[config.mk]
export PLATFORM = sky130hd
export DESIGN_NAME = parity_mem_unit
export DESIGN_NICKNAME = d
export VERILOG_FILES = /design/src/rtl/pmem_pkg.sv /design/src/rtl/pmem_decode.sv /design/src/rtl/pmem_array.sv /design/src/rtl/pmem_csr.sv /design/src/rtl/pmem_trap.sv /design/src/rtl/parity_mem_unit.sv
export SDC_FILE = /design/constraint.sdc
export NUM_CORES = 2
export LEC_CHECK = 0
export BUFFER_PORTS_ARGS = -buffer_cell sky130_fd_sc_hd__buf_2
export CAP_MARGIN = 20
export CORE_MARGIN = 5
export CORE_UTILIZATION = 50
export DETAILED_ROUTE_END_ITERATION = 16
export HOLD_SLACK_MARGIN = 0.1
export MAX_ROUTING_LAYER = met4
export PLACE_DENSITY = 0.65
export SYNTH_ARGS = -nofsm -noshare
export SYNTH_HDL_FRONTEND = slang
export SYNTH_MEMORY_MAX_BITS = 65536
export SYNTH_SLANG_ARGS = --single-unit
[constraint.sdc]
create_clock -name clk -period 7.3 [get_ports clk]
set_input_delay 0.73 -clock clk [delete_from_list [all_inputs] [get_ports clk]]
set_output_delay 0.73 -clock clk [all_outputs]
set_load 0.005 [all_outputs]
[src/rtl/pmem_pkg.sv]
package pmem_pkg;

  localparam int DATA_W = 16;
  localparam int LANES  = DATA_W / 8;

  typedef enum logic [1:0] {
    ACC_NONE = 2'd0,
    ACC_MEM  = 2'd1,
    ACC_REG  = 2'd2
  } acc_t;

  // Parity bit that makes the 9-bit group carry an odd number of ones
  function automatic logic odd_bit(input logic [7:0] b);
    return ~^b;
  endfunction

endpackage

[src/rtl/pmem_decode.sv]
module pmem_decode #(
  parameter int                ADDR_W   = 18,
  parameter int                WORDS    = 256,
  parameter logic [ADDR_W-1:0] REG_ADDR = 18'o772100
) (
  input  logic [ADDR_W-1:0]          addr,
  output pmem_pkg::acc_t             sel,
  output logic [$clog2(WORDS)-1:0]   idx,
  output logic                       hi_byte
);
  localparam int IDX_W = $clog2(WORDS);

  logic in_mem;
  logic in_reg;

  always_comb begin
    in_mem  = (addr[ADDR_W-1:IDX_W+1] == '0);
    in_reg  = (addr[ADDR_W-1:1] == REG_ADDR[ADDR_W-1:1]);
    idx     = addr[IDX_W:1];
    hi_byte = addr[0];
    if (in_mem)      sel = pmem_pkg::ACC_MEM;
    else if (in_reg) sel = pmem_pkg::ACC_REG;
    else             sel = pmem_pkg::ACC_NONE;
  end

endmodule

[src/rtl/pmem_array.sv]
module pmem_array #(
  parameter int WORDS = 256
) (
  input  logic                         clk,
  input  logic                         wr_en,
  input  logic [$clog2(WORDS)-1:0]     idx,
  input  logic [pmem_pkg::LANES-1:0]   lane_we,
  input  logic [pmem_pkg::DATA_W-1:0]  wdata,
  input  logic [pmem_pkg::LANES-1:0]   bad_par,
  output logic [pmem_pkg::DATA_W-1:0]  rdata,
  output logic                         par_err
);
  localparam int LANES = pmem_pkg::LANES;

  logic [LANES-1:0] lane_err;

  for (genvar g = 0; g < LANES; g++) begin : g_lane
    logic [8:0] bank [WORDS];
    logic [8:0] rd_word;
    logic [7:0] wr_byte;
    logic       wr_par;

    always_comb begin
      wr_byte = wdata[8*g +: 8];
      wr_par  = pmem_pkg::odd_bit(wr_byte) ^ bad_par[g];
      rd_word = bank[idx];
    end

    always_ff @(posedge clk) begin
      if (wr_en && lane_we[g]) begin
        bank[idx] <= {wr_par, wr_byte};
      end
    end

    assign rdata[8*g +: 8] = rd_word[7:0];
    assign lane_err[g]     = ~(^rd_word);
  end

  assign par_err = |lane_err;

endmodule

[src/rtl/pmem_csr.sv]
module pmem_csr (
  input  logic        clk,
  input  logic        rst_n,
  input  logic        wr_lo,
  input  logic        wr_hi,
  input  logic [15:0] wdata,
  input  logic        set_err,
  output logic        report_en,
  output logic        err_flag
);
  logic en_d;
  logic flag_d;

  always_comb begin
    en_d   = report_en;
    flag_d = err_flag;
    if (wr_lo) en_d = wdata[0];
    if (wr_hi && !wdata[15]) flag_d = 1'b0;
    if (set_err) flag_d = 1'b1;
  end

  always_ff @(posedge clk or negedge rst_n) begin
    if (!rst_n) begin
      report_en <= 1'b0;
      err_flag  <= 1'b0;
    end else begin
      report_en <= en_d;
      err_flag  <= flag_d;
    end
  end

endmodule

[src/rtl/pmem_trap.sv]
module pmem_trap (
  input  logic clk,
  input  logic rst_n,
  input  logic perr_line,
  input  logic ack,
  input  logic mask,
  output logic trap_req
);
  logic hold_q;
  logic hold_d;

  always_comb begin
    hold_d = hold_q;
    if (ack)       hold_d = 1'b0;
    if (perr_line) hold_d = 1'b1;
  end

  always_ff @(posedge clk or negedge rst_n) begin
    if (!rst_n) hold_q <= 1'b0;
    else        hold_q <= hold_d;
  end

  assign trap_req = hold_q & ~mask;

endmodule

[src/rtl/parity_mem_unit.sv]
module parity_mem_unit #(
  parameter int                ADDR_W   = 18,
  parameter int                WORDS    = 256,
  parameter logic [ADDR_W-1:0] REG_ADDR = 18'o772100
) (
  input  logic              clk,
  input  logic              rst_n,
  input  logic              bus_req,
  input  logic              bus_we,
  input  logic              bus_byte,
  input  logic [ADDR_W-1:0] bus_addr,
  input  logic [15:0]       bus_wdata,
  input  logic [1:0]        bad_par,
  input  logic              trap_mask,
  input  logic              trap_ack,
  output logic              bus_ack,
  output logic [15:0]       bus_rdata,
  output logic              bus_perr,
  output logic              err_led,
  output logic              trap_req
);
  import pmem_pkg::*;

  localparam int IDX_W = $clog2(WORDS);

  acc_t             sel;
  logic [IDX_W-1:0] idx;
  logic             hi_byte;
  logic [LANES-1:0] lane_we;
  logic [15:0]      arr_rdata;
  logic             arr_err;
  logic             mem_wr, mem_rd, reg_rd, reg_wr_lo, reg_wr_hi;
  logic             set_err;
  logic             csr_en, csr_flag;
  logic             ack_d, perr_d;
  logic [15:0]      rdata_d;
  logic             ack_q, perr_q;
  logic [15:0]      rdata_q;

  pmem_decode #(.ADDR_W(ADDR_W), .WORDS(WORDS), .REG_ADDR(REG_ADDR)) u_decode (
    .addr    (bus_addr),
    .sel     (sel),
    .idx     (idx),
    .hi_byte (hi_byte)
  );

  always_comb begin
    lane_we   = bus_byte ? (hi_byte ? 2'b10 : 2'b01) : 2'b11;
    mem_wr    = bus_req &  bus_we & (sel == ACC_MEM);
    mem_rd    = bus_req & ~bus_we & (sel == ACC_MEM);
    reg_rd    = bus_req & ~bus_we & (sel == ACC_REG);
    reg_wr_lo = bus_req &  bus_we & (sel == ACC_REG) & (~bus_byte | ~hi_byte);
    reg_wr_hi = bus_req &  bus_we & (sel == ACC_REG) & (~bus_byte |  hi_byte);
    set_err   = mem_rd & arr_err;
  end

  pmem_array #(.WORDS(WORDS)) u_array (
    .clk     (clk),
    .wr_en   (mem_wr),
    .idx     (idx),
    .lane_we (lane_we),
    .wdata   (bus_wdata),
    .bad_par (bad_par),
    .rdata   (arr_rdata),
    .par_err (arr_err)
  );

  pmem_csr u_csr (
    .clk       (clk),
    .rst_n     (rst_n),
    .wr_lo     (reg_wr_lo),
    .wr_hi     (reg_wr_hi),
    .wdata     (bus_wdata),
    .set_err   (set_err),
    .report_en (csr_en),
    .err_flag  (csr_flag)
  );

  // Response next state
  always_comb begin
    ack_d   = bus_req & (sel != ACC_NONE);
    perr_d  = set_err & csr_en;
    rdata_d = 16'h0000;
    if (mem_rd)      rdata_d = arr_rdata;
    else if (reg_rd) rdata_d = {csr_flag, 14'b0, csr_en};
  end

  always_ff @(posedge clk or negedge rst_n) begin
    if (!rst_n) begin
      ack_q   <= 1'b0;
      perr_q  <= 1'b0;
      rdata_q <= 16'h0000;
    end else begin
      ack_q   <= ack_d;
      perr_q  <= perr_d;
      rdata_q <= rdata_d;
    end
  end

  pmem_trap u_trap (
    .clk       (clk),
    .rst_n     (rst_n),
    .perr_line (perr_q),
    .ack       (trap_ack),
    .mask      (trap_mask),
    .trap_req  (trap_req)
  );

  assign bus_ack   = ack_q;
  assign bus_rdata = rdata_q;
  assign bus_perr  = perr_q;
  assign err_led   = csr_flag;

endmodule

==> run_results.csv <==
group,metric,value,unit
status,status,"completed",
grt,grt-ovfl-total,0,
power,switching_share,0.211,
floorplanning,die_area,0.367,mm^2
hold_path,hold_end,"bus_ack",
power,power_density,280,mW/mm^2
power,peakVddDrop,0.295,mV
sta,grt_setup_unrepaired,"no",
drt,wl_per_cell,34.2,um
floorplanning,die_w,606,um
final_layout,multi_input_area,0.0365,mm^2
sta,period_share,0.747,
clock_tree,cts_tree,"built",
yosys,synth_nets,7668,
yosys,synth-main-ff-cell,"edfxtp_1",
power,power_frac_clock,0.415,
sta,hold_slack,224,ps
yosys,syn_avg_cell_area,23.3,um^2
final_layout,fin_nets,7982,
power,switchingPower,11.8,mW
drt,num_vias,84000,
worst_setup_path,startpoint_type,"input pin",
yosys,ys_ff_latch,4629,
floorplanning,start_util,0.502,
drt,route.detailed.drc,0,
final_layout,finalCoreUtilization,0.565,
grt,grt_pass1_wl,639000,um
drt,first_pass_iters,6,
grt,grt_pass1_vias,84200,
placed_design,pre_cts_ws,1070,ps
yosys,synth_cell_types,40,
clock_tree,clk_latency,920,ps
floorplanning,ios,63,
yosys,yosysSeqAreaShare,0.783,
clock_tree,cts_made_buffers,444,
worst_setup_path,path_delay_family,"compound AO/OA/AOI/OAI gates",
final_layout,register_area,0.139,mm^2
placed_design,place_inst,12200,
floorplanning,die_height,606,um
final_layout,drive_above_1_share,0.284,
final_layout,syn2layout_area_growth,12.4,%
final_layout,fin_cells,13100,
drt,ant_nets,0,
run,cap_violations,0,
clock_tree,clock-sinks,4629,
sta,fin_skew,43.5,ps
worst_setup_path,r2r-start,"u_array.g_lane[0].bank[43][4]",
yosys,synth_most_common_cell,"edfxtp_1",
sta,drv_slew,0,
floorplanning,core-area,0.353,mm^2
yosys,synth_common_cells,"4608 x edfxtp_1, 1321 x mux4_2, 527 x nor2_1",
power,combPwrFrac,0.055,
hold_path,hp-class,"in2reg",
yosys,synthesis.area,0.177,mm^2
final_layout,design_area,0.199,mm^2
worst_setup_path,reg2reg_depth,10,
drt,wl,447000,um
yosys,netlist.area_leader.share,0.780,
placed_design,placed_area,0.184,mm^2
floorplanning,rows,218,
hold_path,holdCritStartpoint,"bus_addr[14]",
worst_setup_path,cp.buffers_inverters,2,
clock_tree,post_cts_buffers,0,
final_layout,n_fill_cell,25400,
yosys,synthTopCellsByArea,"edfxtp_1 78%, mux4_2 17%, a22oi_1 1.3%, nor2_1 1.1%, clkbuf_1 0.55%",
clock_tree,cts_buffer_depth,4,
sta,finalSetupViolations,0,
worst_setup_path,worstPathRequired,8090,ps
clock_tree,clk_pin_slew,60,ps
drt,via_per_inst,6.44,
placed_design,place_congestion,0.834,
yosys,syn_inst,7625,
sta,slew_headroom,0.0325,
worst_setup_path,slowest_stage,"o41ai_1",
grt,grtUsageTotal,0.250,
yosys,async_flop_share,0.00454,
sta,finalSetupTns,0,ps
sta,hold_violations,0,
grt,antenna_found_initial,22,
placed_design,port_buffers,62,
power,pwr-share-seq,0.531,
sta,clock.fmax,183,MHz
worst_setup_path,cp_max_fo,57,
worst_setup_path,crit_path_end_kind,"register",
worst_setup_path,crit_chain,"buf_12 -> buf_4 -> mux4_2 -> a22oi_1 -> a21oi_1 -> o41ai_1 -> nand4_1 -> xnor2_1 -> xnor3_1 -> xnor2_1 -> a21oi_1 -> and2_1",
worst_setup_path,cp.arrival,6250,ps
drt,drtIter0Drc,11500,
placed_design,dpl.hpwl,262000,um
sta,worst_slew_pin_slew,1450,ps
worst_setup_path,worstSetupPathType,"in2reg",
hold_path,hold_path_depth,4,
power,power_leakage,60.7,nW
yosys,synth_edf_count,4608,
power,total_power,55.8,mW
worst_setup_path,crit_path_max_incr_delay,760,ps
clock_tree,cts-root-buf,"clkbuf_16",
power,p_int,44.0,mW
worst_setup_path,r2r_setup_slack,2700,ps
yosys,synth_top_area_cell,"edfxtp_1",
worst_setup_path,reg2reg_to,"bus_perr",
grt,grt_max_degree,221,
sta,fin_ws,1850,ps
sta,fin_crit,5450,ps
clock_tree,cts_max_level,5,
yosys,synth_warnings,0,
-- cell type report --
class,count,area share
flip-flops and latches,4629,0.697
multi-input cells,2525,0.183
clock buffers,524,0.0581
well taps,4730,0.0297
repair buffers,337,0.0167
clock inverters,286,0.0151
diodes,17,0.000213
inverters,2,0.0000377
-- power by group through the flow --
stage                     Combinational [mW]  Sequential [mW]  Clock, mW
after floorplan                         1.57             30.3          0
after global placement                  2.95             30.2          0
after detailed placement                3.04             30.2          0
after CTS                               3.05             29.6       23.4
after global routing                    3.19             29.6       24.6
final                                   3.06             29.6       23.1
-- timing repair --
action,4_1_cts,5_1_grt
endpoints found under the hold margin,25,0
resized for setup,0,0
hold buffers,4,0
-- cell families (layout without fill, tap and decap cells) --
family	count (synthesis)	in the layout	share of synthesized area
AOI/OAI and AO/OA	516	516	0.0199
xor gates and xnor gates	30	30	0.00164
buffers and inverters	471	1149	0.0122
DFF	4629	4629	0.783
muxes	1324	1324	0.168
other	0	17	0
and+or+nand+nor	655	655	0.0151
-- cells in the final DEF, fill, tap and decap left out, drive strengths merged, types with 5 or more instances in the layout --
master    Yosys  layout
nand3        35      35
o22ai        10      10
nand2b        5       5
inv           2      13
nor2b        21      21
nor4          7       7
clkbuf      261     538
nand2        33      33
nand4        13      13
a22oi       304     304
xor2          6       6
a21oi       157     157
diode         0      17
bufinv        0      60
dfrtp        21      21
buf         208     319
mux4       1321    1321
clkinv        0     203
nor2        527     527
o41ai        32      32
clkinvlp      0      12
xnor2        22      22
edfxtp     4608    4608
-- state kept, by name, indices dropped and copies added, names as in the netlist --
name,cells
u_array.g_lane.bank,4608
bus_rdata,16
bus_ack,1
bus_perr,1
u_csr.err_flag,1
u_csr.report_en,1
u_trap.hold_q,1
-- layer usage --
| metal | wire [um] | global-route usage |
|---|---|---|
| met1 | 175000 | 0.350 |
| met2 | 216000 | 0.381 |
| met3 | 39600 | 0.0445 |
| met4 | 16600 | 0.0814 |
| met5 | 0 | - |
-- worst max-delay path by stage --
stage                                         to  cells past startpoint    startpoint
floorplan           u_array.g_lane[0].bank[0][8]                      4  bus_wdata[4]
global placement                        bus_perr                     14   bus_addr[1]
detailed placement                      bus_perr                     14   bus_addr[1]
CTS                                     bus_perr                     12   bus_addr[1]
global route                            bus_perr                     12   bus_addr[1]
finish                                  bus_perr                     12   bus_addr[1]
-- worst min-delay path: cells and delay by family --
| kind | cells | cell delay [ps] |
|---|---|---|
| AOI/OAI and AO/OA | 1 | 70 |
| and+or+nand+nor | 2 | 180 |
| buffers and inverters | 1 | 110 |
Power figures use the tool's default switching activity.
